### config.mk
export PLATFORM = sky130hd
export DESIGN_NAME = dma_chain_seq
export DESIGN_NICKNAME = d
export VERILOG_FILES = /design/src/rtl/dcs_pkg.sv /design/src/rtl/dcs_rst_sync.sv /design/src/rtl/dcs_decode.sv /design/src/rtl/dcs_desc_regs.sv /design/src/rtl/dma_chain_seq.sv
export SDC_FILE = /design/constraint.sdc
export NUM_CORES = 1
export LEC_CHECK = 0
export BUFFER_PORTS_ARGS = -buffer_cell sky130_fd_sc_hd__buf_2
export CORE_ASPECT_RATIO = 0.9
export CORE_MARGIN = 2
export CORE_UTILIZATION = 55
export CTS_CLUSTER_SIZE = 10
export DETAILED_ROUTE_END_ITERATION = 6
export PLACE_DENSITY = 0.91
export SLEW_MARGIN = 25
export SYNTH_ARGS = -nofsm -noshare
export SYNTH_HDL_FRONTEND = slang
export SYNTH_HIERARCHICAL = 1
export SYNTH_SLANG_ARGS = --single-unit
### constraint.sdc
create_clock -name clk -period 12.7 [get_ports clk]
set_input_delay 1.27 -clock clk [delete_from_list [all_inputs] [get_ports clk]]
set_output_delay 1.27 -clock clk [all_outputs]
set_load 0.005 [all_outputs]
### src/rtl/dcs_pkg.sv
package dcs_pkg;
  typedef enum logic [1:0] {
    ST_IDLE  = 2'd0,
    ST_FETCH = 2'd1,
    ST_WAIT  = 2'd2,
    ST_MOVE  = 2'd3
  } dcs_state_e;

  localparam logic [1:0] MODE_OFF   = 2'd0;
  localparam logic [1:0] MODE_CHAIN = 2'd1;

  localparam int WORD_W   = 32;
  localparam int WORDS    = 4;
  localparam int IDX_W    = $clog2(WORDS);
  localparam int W_SLOT   = 1;
endpackage

### src/rtl/dcs_rst_sync.sv
module dcs_rst_sync #(
  parameter int STAGES = 2
) (
  input  logic clk,
  input  logic rst_n,
  output logic rst_sync_n
);
  logic [STAGES-1:0] chain_q;

  always_ff @(posedge clk or negedge rst_n) begin
    if (!rst_n) chain_q <= '0;
    else        chain_q <= {chain_q[STAGES-2:0], 1'b1};
  end

  assign rst_sync_n = chain_q[STAGES-1];
endmodule

### src/rtl/dcs_decode.sv
module dcs_decode #(
  parameter int          CNT_W      = 11,
  parameter int          WCODE_LSB  = 12,
  parameter logic [15:0] LIM_NARROW = 16'h03FF,
  parameter logic [15:0] LIM_WIDE   = 16'h07FF
) (
  input  logic [31:0]      size_word,
  output logic [2:0]       wbytes,
  output logic [CNT_W-1:0] count,
  output logic             bad
);
  localparam int LIM_W = 16;

  logic [1:0]       wcode;
  logic [LIM_W-1:0] limit;
  logic             code_bad;

  assign wcode = size_word[WCODE_LSB+1:WCODE_LSB];
  assign count = size_word[CNT_W-1:0];

  always_comb begin
    code_bad = 1'b0;
    wbytes   = 3'd4;
    limit    = LIM_WIDE;
    case (wcode)
      2'd3:    begin wbytes = 3'd1; limit = LIM_NARROW; end
      2'd2:    begin wbytes = 3'd2; limit = LIM_NARROW; end
      2'd0:    begin wbytes = 3'd4; limit = LIM_WIDE;   end
      default: begin wbytes = 3'd4; limit = LIM_WIDE; code_bad = 1'b1; end
    endcase
  end

  assign bad = code_bad | ({{(LIM_W-CNT_W){1'b0}}, count} > limit);
endmodule

### src/rtl/dcs_desc_regs.sv
module dcs_desc_regs
  import dcs_pkg::*;
#(
  parameter int CNT_W = 11
) (
  input  logic                        clk,
  input  logic                        rst_n,
  input  logic                        ld_all,
  input  logic [WORDS-1:0][WORD_W-1:0] ld_words,
  input  logic                        fetch_we,
  input  logic [IDX_W-1:0]            fetch_idx,
  input  logic [WORD_W-1:0]           fetch_data,
  input  logic                        arm,
  input  logic [CNT_W-1:0]            arm_count,
  input  logic                        step,
  input  logic [2:0]                  step_bytes,
  output logic [WORDS-1:0][WORD_W-1:0] words_q,
  output logic [CNT_W-1:0]            remain_q
);
  logic [WORDS-1:0][WORD_W-1:0] words_d;
  logic [WORDS-1:0]             words_en;
  logic [CNT_W-1:0]             remain_d;
  logic                         remain_en;

  for (genvar k = 0; k < WORDS; k++) begin : g_word
    always_comb begin
      words_en[k] = 1'b0;
      words_d[k]  = words_q[k];
      if (ld_all) begin
        words_en[k] = 1'b1;
        words_d[k]  = ld_words[k];
      end else if (fetch_we && (fetch_idx == IDX_W'(k))) begin
        words_en[k] = 1'b1;
        words_d[k]  = fetch_data;
      end else if ((k == W_SLOT) && step) begin
        words_en[k] = 1'b1;
        words_d[k]  = words_q[k] + {{(WORD_W-3){1'b0}}, step_bytes};
      end
    end

    always_ff @(posedge clk or negedge rst_n) begin
      if (!rst_n)           words_q[k] <= '0;
      else if (words_en[k]) words_q[k] <= words_d[k];
    end
  end

  always_comb begin
    remain_en = arm | step;
    remain_d  = arm ? arm_count : (remain_q - 1'b1);
  end

  always_ff @(posedge clk or negedge rst_n) begin
    if (!rst_n)         remain_q <= '0;
    else if (remain_en) remain_q <= remain_d;
  end
endmodule

### src/rtl/dma_chain_seq.sv
module dma_chain_seq
  import dcs_pkg::*;
#(
  parameter int CNT_W = 11
) (
  input  logic        clk,
  input  logic        rst_n,
  input  logic [1:0]  mode_i,
  input  logic        dir_to_dev_i,
  input  logic        start_i,
  input  logic [31:0] reg_dev_i,
  input  logic [31:0] reg_mem_i,
  input  logic [31:0] reg_size_i,
  input  logic [31:0] reg_link_i,
  output logic        rd_req_o,
  output logic [31:0] rd_addr_o,
  input  logic        rd_gnt_i,
  input  logic [31:0] rd_data_i,
  output logic        xfer_req_o,
  output logic [31:0] xfer_src_o,
  output logic [31:0] xfer_dst_o,
  output logic [2:0]  xfer_bytes_o,
  input  logic        xfer_ack_i,
  output logic [1:0]  state_o,
  output logic        done_o,
  output logic        err_o
);
  logic rs_n;

  dcs_rst_sync #(.STAGES(2)) u_rst (
    .clk(clk), .rst_n(rst_n), .rst_sync_n(rs_n)
  );

  dcs_state_e                  state_q, state_d;
  logic [IDX_W-1:0]            idx_q, idx_d;
  logic                        done_q, done_d, err_q, err_d;
  logic                        ld_all, fetch_we, arm, step;
  logic [WORDS-1:0][WORD_W-1:0] ld_words, words_q;
  logic [CNT_W-1:0]            remain_q, count;
  logic [2:0]                  wbytes;
  logic                        bad;
  logic [31:0]                 dev_q, mem_q, size_q, link_q;
  logic                        link_follow, link_irq, run_off;

  assign ld_words = {reg_link_i, reg_size_i, reg_mem_i, reg_dev_i};
  assign dev_q    = words_q[0];
  assign mem_q    = words_q[1];
  assign size_q   = words_q[2];
  assign link_q   = words_q[3];

  dcs_desc_regs #(.CNT_W(CNT_W)) u_regs (
    .clk(clk), .rst_n(rs_n),
    .ld_all(ld_all), .ld_words(ld_words),
    .fetch_we(fetch_we), .fetch_idx(idx_q), .fetch_data(rd_data_i),
    .arm(arm), .arm_count(count),
    .step(step), .step_bytes(wbytes),
    .words_q(words_q), .remain_q(remain_q)
  );

  dcs_decode #(.CNT_W(CNT_W)) u_dec (
    .size_word(size_q), .wbytes(wbytes), .count(count), .bad(bad)
  );

  assign run_off     = (mode_i == MODE_OFF);
  assign link_follow = link_q[1] && (mode_i == MODE_CHAIN);
  assign link_irq    = link_q[0];

  always_comb begin
    state_d  = state_q;
    idx_d    = idx_q;
    done_d   = 1'b0;
    err_d    = 1'b0;
    ld_all   = 1'b0;
    fetch_we = 1'b0;
    arm      = 1'b0;
    step     = 1'b0;
    if (run_off) begin
      state_d = ST_IDLE;
      idx_d   = '0;
    end else begin
      case (state_q)
        ST_IDLE: begin
          if (start_i) begin
            ld_all  = 1'b1;
            state_d = ST_WAIT;
          end
        end
        ST_FETCH: begin
          if (rd_gnt_i) begin
            fetch_we = 1'b1;
            idx_d    = idx_q + 1'b1;
            if (idx_q == IDX_W'(WORDS-1)) state_d = ST_WAIT;
          end
        end
        ST_WAIT: begin
          if (bad) begin
            err_d   = 1'b1;
            done_d  = 1'b1;
            state_d = ST_IDLE;
          end else if (count == '0) begin
            done_d  = link_irq;
            idx_d   = '0;
            state_d = link_follow ? ST_FETCH : ST_IDLE;
          end else begin
            arm     = 1'b1;
            state_d = ST_MOVE;
          end
        end
        ST_MOVE: begin
          if (xfer_ack_i) begin
            step = 1'b1;
            if (remain_q == CNT_W'(1)) begin
              done_d  = link_irq;
              idx_d   = '0;
              state_d = link_follow ? ST_FETCH : ST_IDLE;
            end
          end
        end
        default: state_d = ST_IDLE;
      endcase
    end
  end

  always_ff @(posedge clk or negedge rs_n) begin
    if (!rs_n) begin
      state_q <= ST_IDLE;
      idx_q   <= '0;
      done_q  <= 1'b0;
      err_q   <= 1'b0;
    end else begin
      state_q <= state_d;
      idx_q   <= idx_d;
      done_q  <= done_d;
      err_q   <= err_d;
    end
  end

  assign state_o      = state_q;
  assign done_o       = done_q;
  assign err_o        = err_q;
  assign rd_req_o     = (state_q == ST_FETCH);
  assign rd_addr_o    = {link_q[31:2], 2'b00} + {{(30-IDX_W){1'b0}}, idx_q, 2'b00};
  assign xfer_req_o   = (state_q == ST_MOVE);
  assign xfer_src_o   = dir_to_dev_i ? mem_q : dev_q;
  assign xfer_dst_o   = dir_to_dev_i ? dev_q : mem_q;
  assign xfer_bytes_o = wbytes;

  AST_ABORT_TO_IDLE: assert property (@(posedge clk) disable iff (!rs_n)
    (mode_i == MODE_OFF) |=> (state_o == 2'd0) && !done_o && !err_o);

  AST_ERR_WITH_DONE: assert property (@(posedge clk) disable iff (!rs_n)
    err_o |-> (done_o && state_o == 2'd0));

  AST_MOVE_NONZERO: assert property (@(posedge clk) disable iff (!rs_n)
    (state_q == ST_MOVE) |-> (remain_q != '0));

  AST_DEV_HELD: assert property (@(posedge clk) disable iff (!rs_n)
    (state_q == ST_MOVE && xfer_ack_i && !run_off && remain_q != CNT_W'(1))
      |=> $stable(dev_q));

  AST_MEM_STEP: assert property (@(posedge clk) disable iff (!rs_n)
    (state_q == ST_MOVE && xfer_ack_i && !run_off && remain_q != CNT_W'(1))
      |=> (mem_q == $past(mem_q) + {29'd0, $past(wbytes)}));

  AST_FETCH_ALIGNED: assert property (@(posedge clk) disable iff (!rs_n)
    rd_req_o |-> (rd_addr_o[1:0] == 2'b00));

  AST_BUSY_HOLD: assert property (@(posedge clk) disable iff (!rs_n)
    (state_q == ST_MOVE && !xfer_ack_i && !run_off) |=> (state_q == ST_MOVE));
endmodule

### After elaboration in Yosys (flattened, before gate mapping)

Cells that the tools add are included.

* ROM bits: 0
* output and inout port bits: 105
* bits in writable memories: 0
* bits in latches: 0
* register bits: 129
* memories kept: 0
* bits of input ports: 168

* $add $sub $neg: 4
* reductions and logical operators: 23
* shifts and indexed selects: 0
* div/mod/pow operators: 0
* order comparisons: 1
* equality and inequality tests: 17
* bitwise operators: 2
* mux-type cells: 63
* multipliers: 0

Operators by type and width (count)
* 32-bit two-way mux: 9
* 32-bit by 3-bit adder with 32-bit output: 1
* 32-bit by 4-bit adder with 32-bit output: 1
* 1-bit two-way mux: 32
* 14-bit two-way mux: 2
* 2-bit two-way mux: 14
* 11-bit two-way mux: 2
* 2-bit equality test, second input constant: 6
* 3-bit by 1-bit inequality test with 1-bit output, second input constant: 4
* 11-bit by 1-bit equality test with 1-bit output, second input constant: 1
* 11-bit greater-than comparator: 1
* 11-bit logical NOT: 1
* 11-bit by 1-bit subtractor with 11-bit output, second input constant: 1
* 3-bit inequality test, second input constant: 3
* 2-bit logical NOT: 4
* 2-bit one-hot mux with 4 select lines: 1
* 2-bit AND reduction: 4
* 2-bit by 1-bit equality test with 1-bit output, second input constant: 3
* 2-bit one-hot mux with 3 select lines: 1
* 3-bit one-hot mux with 2 select lines: 1
* 6-bit AND reduction: 1
* 2-bit nonzero test: 3
* 1-bit logical AND: 5
* 5-bit AND reduction: 1
* 7 further kinds: 8

### Longest topological paths before layout

* depth after elaboration: 9
* mapped depth: 12

### By module

The synthesis kept the hierarchy.

By module, submodules not included
* dcs_desc_regs: cells each 762, instances 1, area each 7318.3 um2, seq. area each 3478.3 um2
* dma_chain_seq: cells each 208, instances 1, area each 1809.2 um2, seq. area each 150.1 um2
* dcs_decode: cells each 15, instances 1, area each 115.1 um2, seq. area each 0.0 um2
* dcs_rst_sync: cells each 3, instances 1, area each 53.8 um2, seq. area each 50.0 um2

### Worst setup path after synthesis

No wires, ideal clock.

* kind: input-to-output
* start: input dir_to_dev_i
* end: output xfer_dst_o[0]
* setup slack: 9.294 ns
* path buffers: 2
* cell stages on the path: 3
* data arrival time: 2.136 ns
* cells stage by stage: clkbuf_1 > buf_2 > mux2_2

* cells in the longest elaborated chain, start to end: 1

RTL lines
* start: declaration: line dma_chain_seq.sv:9 `input logic dir_to_dev_i,`
* 32-bit two-way mux: line dma_chain_seq.sv:145 `assign xfer_dst_o = dir_to_dev_i ? dev_q : mem_q;`
* end: declaration: line dma_chain_seq.sv:21 `output logic [31:0] xfer_dst_o,`

No other way between the ends.

### Final worst setup path

* start: register idx_q[1]
* end: output rd_addr_o[31]

* cells in the longest elaborated chain, start to end: 1

RTL lines
* start: declaration: line dma_chain_seq.sv:35 `logic [IDX_W-1:0] idx_q, idx_d;`
* start signal: assignment: line dma_chain_seq.sv:132 `idx_q <= idx_d;`
* 32-bit by 4-bit adder with 32-bit output: line dma_chain_seq.sv:142 `assign rd_addr_o = {link_q[31:2], 2'b00} + {{(30-IDX_W){1'b0}}, idx_q, 2'b00};`
* end: declaration: line dma_chain_seq.sv:16 `output logic [31:0] rd_addr_o,`

No other way between the ends.

==> metrics <==
outcome=finished, final reports clean; Least-Margin Pin Slew=1.05 ns; final WL=approximately 26,000 um; fmax=~250 MHz; number of max-cap violations=0; initial core utilization=56.9%; final hold viol count=0; CP endpoint kind=output pin; Final Skew=0.0141 ns; die height=122 um; vias per cell=between 6 and 7; TritonCTS Buffers=17; CTS Root Cell=clkbuf_16; Antenna Violating Nets Remaining=0; largest net degree at the start of global routing=93; hold_buf cts=0; Slowest-stage cell, CP=nor3b_2; clk sinks=roughly 130; crit-path max FO=12; Clock power frac=22.0%; Mapped Area=approximately 8500 um2; gpl congestion=0.915; die area=16,400 um2; CP startpoint kind=flop; Post-CTS Repair Setup Buffers=0; switching part of the total=40.4%; fin nets=1,292; CTS Buffer Depth=2; Leak=4.81 nW; vias in the first global route=7,600; worst skew pair latency=roughly 0.43 ns; VDD IR-drop max=around 0.00013 V; cell row count=42; Pint=0.00136 W; DRT Pass-1 Iters=5; IO buf count=251; placed cells=around 1,300; Cell Count, Final, Fillers Out=1,327; most common cell after layout, fill and taps aside=buf_2; iteration-0 DRC count of the detailed router=around 610; synth warn=6; grt ovf=0; vias=8,083; critical path type=flop to output pin; Core Footprint=14,900 um2; slew margin rel.=29.2%; H-tree depth=4; Pwr per Cell Area=220 nW/um2; # fillers=1,093; first-pass GRT wire length=40,500 um; DRC Markers=0; cell count after synthesis=910; syn_area_per_cell=9.29 um2; Post-DP HPWL=18,600 um; CTS clk-pin slew, worst paths=0.06 ns; setup TNS=0 ns; Reg power frac=36.8%; Slew Viols, Final=0; sw power=a little over 0.0009 W; final setup fails=0; most frequent cells in the layout=251 x buf_2, 135 x nand2_1, 127 x dfrtp_1; I/O pins=273; part of the power in combinational logic=41.1%; Final WS setup=8.65 ns; TritonCTS clock tree=yes; layout cell share with drive strength beyond 1=33.9%; CP Cell Sequence=ha_1 > a21o_1 > nor3b_2 > nand4_1 > xnor2_1 > buf_2; period utilisation layout=31.9%; Die W=135 um; initial antenna violation count=3; fin crit period=4.05 ns; crit path DAT=2.78 ns; routed wire length per instance=19.8 um; Multi-input gate area=4890 um2; Post-Place Setup Slack=8.74 ns; slowest cell delay on critical path=0.70 ns; worst hold path class=flop to async pin; total power=0.00228 W; Register Area=3210 um2; RSZ-0062 raised after global routing=no; P&R area growth vs syn=22.2%; Critical Path RT=11.43 ns; gr usage total=31.9%; Resized Gates After CTS=0
path summary, 6_finish.rpt:
path	start	end	slack (ns)	cells past startpoint
max	idx_q[1]$_DFFE_PN0P_	rd_addr_o[31]	8.65	6
min	u_rst/chain_q[1]$_DFF_PN0_	u_regs/words_q[4]$_DFFE_PN0P_	0.32	0
max reg2reg	state_o[0]$_DFFE_PN0P_	u_regs/words_q[50]$_DFFE_PN0P_	9.65	6
min reg2reg	u_rst/chain_q[1]$_DFF_PN0_	u_regs/words_q[4]$_DFFE_PN0P_	0.32	0
max in group asynchronous	u_rst/chain_q[1]$_DFF_PN0_	u_regs/words_q[59]$_DFFE_PN0P_	11.21	1
min in group clk	u_rst/chain_q[0]$_DFF_PN0_	u_rst/chain_q[1]$_DFF_PN0_	0.35	0
metrics by stage:
step	hold slack, ns	area [um2]	util (%)
floorplan	0.331	8460	-
global placement	0.337	9720	65.4
detailed placement	0.340	9720	65.4
CTS	0.347	10300	69.4
global route	0.367	10300	69.5
finish	0.320	10300	69.5
area by class of cell:
cell class / count / area share, %
Tap cell: 198 / 2.40
Antenna cell: 1 / 0.0242
Clock inverter: 15 / 1.67
Sequential cell: 128 / 31.0
Inverter: 14 / 0.509
Multi-Input combinational cell: 693 / 47.3
Clock buffer: 17 / 4.12
Timing Repair Buffer: 261 / 12.9
routing by layer:
layer  vias to the layer above  track usage (%)  part of all wire [%]
met5                         -                0                 0.042
met1                      3891             43.3                    42
li1                       3689                -                     -
met4                         2             12.5                   2.8
met2                       444             49.1                    46
met3                        57             8.49                   9.3
power by group through the flow:
| stage | clock network, W | registers, W | logic (W) |
|---|---|---|---|
| after floorplan | 0 | 0.000751 | 0.000660 |
| after global placement | 0 | 0.000812 | 0.000887 |
| after detailed placement | 0 | 0.000828 | 0.000921 |
| after CTS | 0.000503 | 0.000826 | 0.000930 |
| after global routing | 0.000524 | 0.000863 | 0.00103 |
| final | 0.000502 | 0.000838 | 0.000935 |
critical path: cells and delay by family, from the launching register on:
kind | cells | cell delay (ns)
and+or+nand+nor | 2 | 0.93
DFF | 1 | 0.53
adders and majority gates | 1 | 0.36
xor gates and xnor gates | 1 | 0.24
buffers and inverters | 1 | 0.15
AOI/OAI and AO/OA | 1 | 0.14
sequential cells by signal, indices dropped and copies added (netlist names):
name / count
done_o: 1
err_o: 1
idx_q: 2
state_o: 2
u_regs/remain_q: 11
u_regs/words_q: 109
u_rst/chain_q: 2
No activity file was read; power rests on OpenSTA's default activity.
